==> config.mk <==
export PLATFORM = sky130hd
export DESIGN_NAME = cycle_irq_counter
export DESIGN_NICKNAME = d
export VERILOG_FILES = /design/src/rtl/cyc_irq_pkg.sv /design/src/rtl/cyc_irq_decode.sv /design/src/rtl/cyc_irq_count.sv /design/src/rtl/cyc_irq_flag.sv /design/src/rtl/cycle_irq_counter.sv
export SDC_FILE = /design/constraint.sdc
export NUM_CORES = 1
export LEC_CHECK = 0
export ABC_AREA = 1
export BUFFER_PORTS_ARGS = -buffer_cell sky130_fd_sc_hd__buf_2
export CAP_MARGIN = 20
export CORE_UTILIZATION = 55
export CTS_CLUSTER_DIAMETER = 200
export DETAILED_ROUTE_END_ITERATION = 6
export PLACE_DENSITY = 0.78
export SYNTH_ARGS = -nofsm -noshare
export SYNTH_HDL_FRONTEND = slang
export SYNTH_SLANG_ARGS = --single-unit
==> constraint.sdc <==
create_clock -name clk -period 1.85 [get_ports clk]
set_input_delay 0.2775 -clock clk [delete_from_list [all_inputs] [get_ports clk]]
set_output_delay 0.2775 -clock clk [all_outputs]
set_load 0.005 [all_outputs]
==> src/rtl/cyc_irq_pkg.sv <==
package cyc_irq_pkg;

  // Which counter register, if any, the current CPU page selects.
  typedef enum logic [1:0] {
    SEL_NONE = 2'd0,
    SEL_LO   = 2'd1,
    SEL_HI   = 2'd2
  } reg_sel_e;

  // Log2 of the span that one register mirrors across (2 KB).
  localparam int SPAN_LOG2 = 11;

  // Base CPU addresses of the two counter windows.
  localparam int LO_BASE = 32'h5000;
  localparam int HI_BASE = 32'h5800;

endpackage

==> src/rtl/cyc_irq_decode.sv <==
module cyc_irq_decode
  import cyc_irq_pkg::*;
#(
  parameter int PAGE_W = 5
) (
  input  logic              cpu_ce,
  input  logic [PAGE_W-1:0] cpu_page,
  input  logic              wr_en,
  input  logic              rd_en,
  output reg_sel_e          sel,
  output logic              wr_lo,
  output logic              wr_hi,
  output logic              access
);

  localparam logic [PAGE_W-1:0] LO_PAGE = PAGE_W'(LO_BASE >> SPAN_LOG2);
  localparam logic [PAGE_W-1:0] HI_PAGE = PAGE_W'(HI_BASE >> SPAN_LOG2);

  always_comb begin
    if (cpu_page == LO_PAGE)      sel = SEL_LO;
    else if (cpu_page == HI_PAGE) sel = SEL_HI;
    else                          sel = SEL_NONE;
  end

  // Strobes count only in a CPU cycle.
  assign wr_lo  = cpu_ce && wr_en && (sel == SEL_LO);
  assign wr_hi  = cpu_ce && wr_en && (sel == SEL_HI);
  assign access = cpu_ce && (wr_en || rd_en) && (sel != SEL_NONE);

  // Both counter writes are never asserted together.
  always_comb begin
    a_one_write_r7: assert ($onehot0({wr_lo, wr_hi}));
  end

endmodule

==> src/rtl/cyc_irq_count.sv <==
module cyc_irq_count #(
  parameter int CNT_W  = 15,
  parameter int DATA_W = 8
) (
  input  logic              clk,
  input  logic              rst_n,
  input  logic              cpu_ce,
  input  logic              wr_lo,
  input  logic              wr_hi,
  input  logic [DATA_W-1:0] wr_data,
  output logic [CNT_W-1:0]  cnt,
  output logic              en,
  output logic              at_max
);

  localparam int HI_W = CNT_W - DATA_W;
  localparam logic [CNT_W-1:0] TOP = '1;

  logic [CNT_W-1:0] cnt_nxt;
  logic             en_nxt;

  assign at_max = (cnt == TOP);

  always_comb begin
    cnt_nxt = cnt;
    en_nxt  = en;
    if (wr_lo) begin
      cnt_nxt[DATA_W-1:0] = wr_data;
    end else if (wr_hi) begin
      cnt_nxt[CNT_W-1:DATA_W] = wr_data[HI_W-1:0];
      en_nxt                  = wr_data[DATA_W-1];
    end else if (cpu_ce && !at_max) begin
      cnt_nxt = cnt + CNT_W'(1);
    end
  end

  always_ff @(posedge clk) begin
    if (!rst_n) begin
      cnt <= '0;
      en  <= 1'b0;
    end else begin
      cnt <= cnt_nxt;
      en  <= en_nxt;
    end
  end

  p_step_r2: assert property (@(posedge clk) disable iff (!rst_n)
    (cpu_ce && !wr_lo && !wr_hi && cnt != TOP) |=> (cnt == $past(cnt) + CNT_W'(1)));

  p_hold_r3: assert property (@(posedge clk) disable iff (!rst_n)
    !cpu_ce |=> ($stable(cnt) && $stable(en)));

  p_no_wrap_r4: assert property (@(posedge clk) disable iff (!rst_n)
    (cnt == TOP && !wr_lo && !wr_hi) |=> (cnt == TOP));

  p_keep_hi_r7: assert property (@(posedge clk) disable iff (!rst_n)
    wr_lo |=> ($stable(cnt[CNT_W-1:DATA_W]) && $stable(en)));

  p_keep_lo_r7: assert property (@(posedge clk) disable iff (!rst_n)
    wr_hi |=> $stable(cnt[DATA_W-1:0]));

endmodule

==> src/rtl/cyc_irq_flag.sv <==
module cyc_irq_flag (
  input  logic clk,
  input  logic rst_n,
  input  logic cpu_ce,
  input  logic at_max,
  input  logic en,
  input  logic access,
  output logic pending
);

  always_ff @(posedge clk) begin
    if (!rst_n) begin
      pending <= 1'b0;
    end else if (access) begin
      pending <= 1'b0;
    end else if (cpu_ce && at_max && en) begin
      pending <= 1'b1;
    end
  end

  p_fire_r8: assert property (@(posedge clk) disable iff (!rst_n)
    (cpu_ce && at_max && en && !access) |=> pending);

  p_ack_r9: assert property (@(posedge clk) disable iff (!rst_n)
    access |=> !pending);

  p_gated_r10: assert property (@(posedge clk) disable iff (!rst_n)
    pending |-> en);

endmodule

==> src/rtl/cycle_irq_counter.sv <==
module cycle_irq_counter
  import cyc_irq_pkg::*;
#(
  parameter int CNT_W  = 15,
  parameter int DATA_W = 8,
  parameter int PAGE_W = 5
) (
  input  logic              clk,
  input  logic              rst_n,
  input  logic              cpu_ce,
  input  logic [PAGE_W-1:0] cpu_page,
  input  logic [DATA_W-1:0] wr_data,
  input  logic              wr_en,
  input  logic              rd_en,
  output logic [DATA_W-1:0] rd_data,
  output logic              irq_n
);

  reg_sel_e         sel;
  logic             wr_lo;
  logic             wr_hi;
  logic             access;
  logic [CNT_W-1:0] cnt;
  logic             en;
  logic             at_max;
  logic             pending;

  cyc_irq_decode #(.PAGE_W(PAGE_W)) u_decode (
    .cpu_ce   (cpu_ce),
    .cpu_page (cpu_page),
    .wr_en    (wr_en),
    .rd_en    (rd_en),
    .sel      (sel),
    .wr_lo    (wr_lo),
    .wr_hi    (wr_hi),
    .access   (access)
  );

  cyc_irq_count #(.CNT_W(CNT_W), .DATA_W(DATA_W)) u_count (
    .clk     (clk),
    .rst_n   (rst_n),
    .cpu_ce  (cpu_ce),
    .wr_lo   (wr_lo),
    .wr_hi   (wr_hi),
    .wr_data (wr_data),
    .cnt     (cnt),
    .en      (en),
    .at_max  (at_max)
  );

  cyc_irq_flag u_flag (
    .clk     (clk),
    .rst_n   (rst_n),
    .cpu_ce  (cpu_ce),
    .at_max  (at_max),
    .en      (en),
    .access  (access),
    .pending (pending)
  );

  always_comb begin
    unique case (sel)
      SEL_LO:  rd_data = cnt[DATA_W-1:0];
      SEL_HI:  rd_data = {en, cnt[CNT_W-1:DATA_W]};
      default: rd_data = '0;
    endcase
  end

  assign irq_n = ~pending;

  p_irq_pin_r8: assert property (@(posedge clk) disable iff (!rst_n)
    (cpu_ce && at_max && en && !access) |=> !irq_n);

  p_release_r9: assert property (@(posedge clk) disable iff (!rst_n)
    access |=> irq_n);

  p_foreign_r11: assert property (@(posedge clk) disable iff (!rst_n)
    (sel == SEL_NONE) |-> (rd_data == '0));

endmodule

==> out/qor.csv <==
stage;metric;value;unit
finish;final instance area;1580;sq um
setup_path;CP required;2.05;ns
timing;crit share post-route;89.5;%
drt;Via density;5.24;
yosys;post-synthesis cell area;1400;sq um
finish;fin nets;295;
finish;post-layout util;68.7;%
clock_tree;# Post-CTS Setup Buffers;0;
floorplan;Initial Util;60.9;%
yosys;Post-synth ARST share;0;%
placement;Placer Congestion;0.932;
setup_path;Setup CP Type;register to register;
finish;Area Overhead vs Synth;12.7;%
placement;placed cells;299;
setup_path;CP cell instances;ha_1 > nand3_2 > nor2_4 > nand2_2 > nand2_4 > nand2_2 > nand2_2 > nand2_1 > nand2_1 > nor2_1;
drt;per-cell routed wire length;11.5;microns
timing;Worst Tran Pin Value;0.454;ns
yosys;Ys Warns;0;
placement;pre-CTS setup slack;0.204;ns
placement;placed instance area;1550;sq um
clock_tree;CTS tree;done;
power_and_ir_drop;Tot Pwr;0.805;mW
setup_path;Max stage delay on crit path;0.42;ns
timing;headroom to the max-slew limit;69.6;%
floorplan;# IOs;27;
flow_run;Max Cap Viol;0;
yosys;synth unique cells;25;
grt;first-pass GRT wire length;5.93;mm
yosys;syn avg cell area;5.65;sq um
clock_tree;CTS resizes;0;
finish;most common cell after layout, fill and taps aside;nand2_1;
yosys;Post-synth EDFFs;0;
drt;Routed Antenna Nets;0;
drt;Routed WL;3.49;mm
grt;initial antenna violation count;0;
clock_tree;CTS Buffer Depth;2;
placement;IO Port Bufs;26;
timing;Final Skew;0.00150;ns
setup_path;crit start category;register;
yosys;Syn Nets;267;
setup_path;CP max stage cell;dfxtp_1;
power_and_ir_drop;Peak VDD IR;0.000326;V
grt;gr usage total;28.5;%
yosys;sequential share of the synthesized area;24.3;%
setup_path;worst path arrival time;1.86;ns
drt;initial drt markers;60;
setup_path;CP delay by family, top;simple AND/OR/NAND/NOR gates;
timing;fin crit period;1.66;ns
clock_tree;CTS root buf;clkbuf_4;
power_and_ir_drop;total leakage power;0.840;nW
clock_tree;total CTS buffers;3;
grt;largest net degree at the start of global routing;18;
setup_path;CP Max Fanout;10;
finish;n_diodes;0;
drt;drt pass-1 iters;4;
timing;setup TNS;0;ns
setup_path;Crit path top cell by count;nand2_2;
floorplan;die area;2750;sq um
yosys;top_reg_cell synth;dfxtp_1;
clock_tree;Clock transition at path regs;0.10;ns
placement;hpwl dp;2.71;mm
setup_path;worst path bufs/invs;0;
worst_hold_path;Hold WC Path Type;input pin to register;
timing;RSZ-0062 raised after global routing;false;
finish;Non-Filler Instances;303;
timing;endpoints failing setup;0;
floorplan;die height;52.5;microns
clock_tree;# hold bufs at CTS;0;
timing;final hold violation count;0;
drt;DR DRC count;0;
floorplan;Row Count;17;
grt;vias in the first global route;1359;
yosys;Syn Inst Count;248;
run_status;status;finished clean;
clock_tree;CTS H-tree lvls;1;
timing;final setup margin;0.194;ns
setup_path;crit end category;register;
finish;share of cells above drive strength 1;16.4;%
clock_tree;insertion delay of the later-clocked pin in the worst-skew pair;0.29;ns
power_and_ir_drop;PwrDens;510;nW/um^2
grt;grt ovf;0;
drt;vias;1589;
timing;Slew Limit Fails;0;
floorplan;Core Area;2300;sq um
finish;commonest non-fill, non-tap cells in the layout;78 x nand2_1, 41 x nor2_1, 35 x inv_1, 26 x buf_2, 24 x nand3_1;
timing;WHS;0.283;ns
floorplan;Die X;52.5;microns
clock_tree;CTS sink count;17;
yosys;flops & latches, synth;17;
timing;FMAX;0.604;GHz
-- metal layers --
metal	vias to the layer above	track usage, %	wire length, microns
met4	0	8.77	39
met3	5	2.90	240
li1	834	-	-
met5	-	0	0
met2	46	44.1	1500
met1	704	41.0	1710
-- worst min-delay path, cell delays in order --
cell     delay, ns
buf_2         0.09
o21ai_0       0.08
a21oi_1       0.11
-- flip-flops by register name (all words and copies together), names as in the netlist --
name	count
u_count.en	1
u_flag.pending	1
u_count.cnt	15
-- cells in the mapped netlist (all sizes together) (3+ instances only) --
| library cell | number | share of area, % |
|---|---|---|
| nand4 | 7 | 3.1 |
| dfxtp | 17 | 24 |
| xor2 | 3 | 1.9 |
| nand2 | 84 | 24 |
| inv | 36 | 9.7 |
| nand3 | 27 | 11 |
| o22ai | 6 | 2.7 |
| a21oi | 3 | 1.3 |
| o21ai | 13 | 4.6 |
| buf | 4 | 1.8 |
| nor2 | 44 | 13 |
-- final cells by class --
cell class,count,area [sq um]
Multi-Input combinational cell,190,896
Fill cell,241,719
Sequential cell,17,340
Timing Repair Buffer,28,145
Inverter,36,135
Tap cell,28,35.0
Clock buffer,4,26.3
-- report_power, final --
part           switching (mW)  leakage (nW)  internal, mW
Sequential             0.0269         0.140         0.390
Combinational           0.112         0.685        0.0676
Clock                   0.124        0.0150        0.0840
-- final timing paths --
check	start	endpoint	slack, ns	cells after the start
min	wr_data[7]	u_count.en$_SDFFE_PN0P_	0.28	3
max reg2reg	u_count.cnt[0]$_SDFFE_PN0P_	u_count.cnt[4]$_SDFFE_PN0P_	0.19	10
min reg2reg	u_count.en$_SDFFE_PN0P_	u_count.en$_SDFFE_PN0P_	0.51	2
max	u_count.cnt[0]$_SDFFE_PN0P_	u_count.cnt[4]$_SDFFE_PN0P_	0.19	10
-- kinds of logic (layout without fill, tap and decap cells) --
| family | count (synthesis) | count (layout) | share of synthesized area [%] |
|---|---|---|---|
| AOI/OAI and AO/OA | 22 | 22 | 8.67 |
| buffers and inverters | 41 | 68 | 11.7 |
| adders and majority gates | 1 | 1 | 0.894 |
| and+or+nand+nor | 164 | 164 | 52.5 |
| DFF | 17 | 17 | 24.3 |
| xor gates and xnor gates | 3 | 3 | 1.88 |
Power figures use the tool's default switching activity.
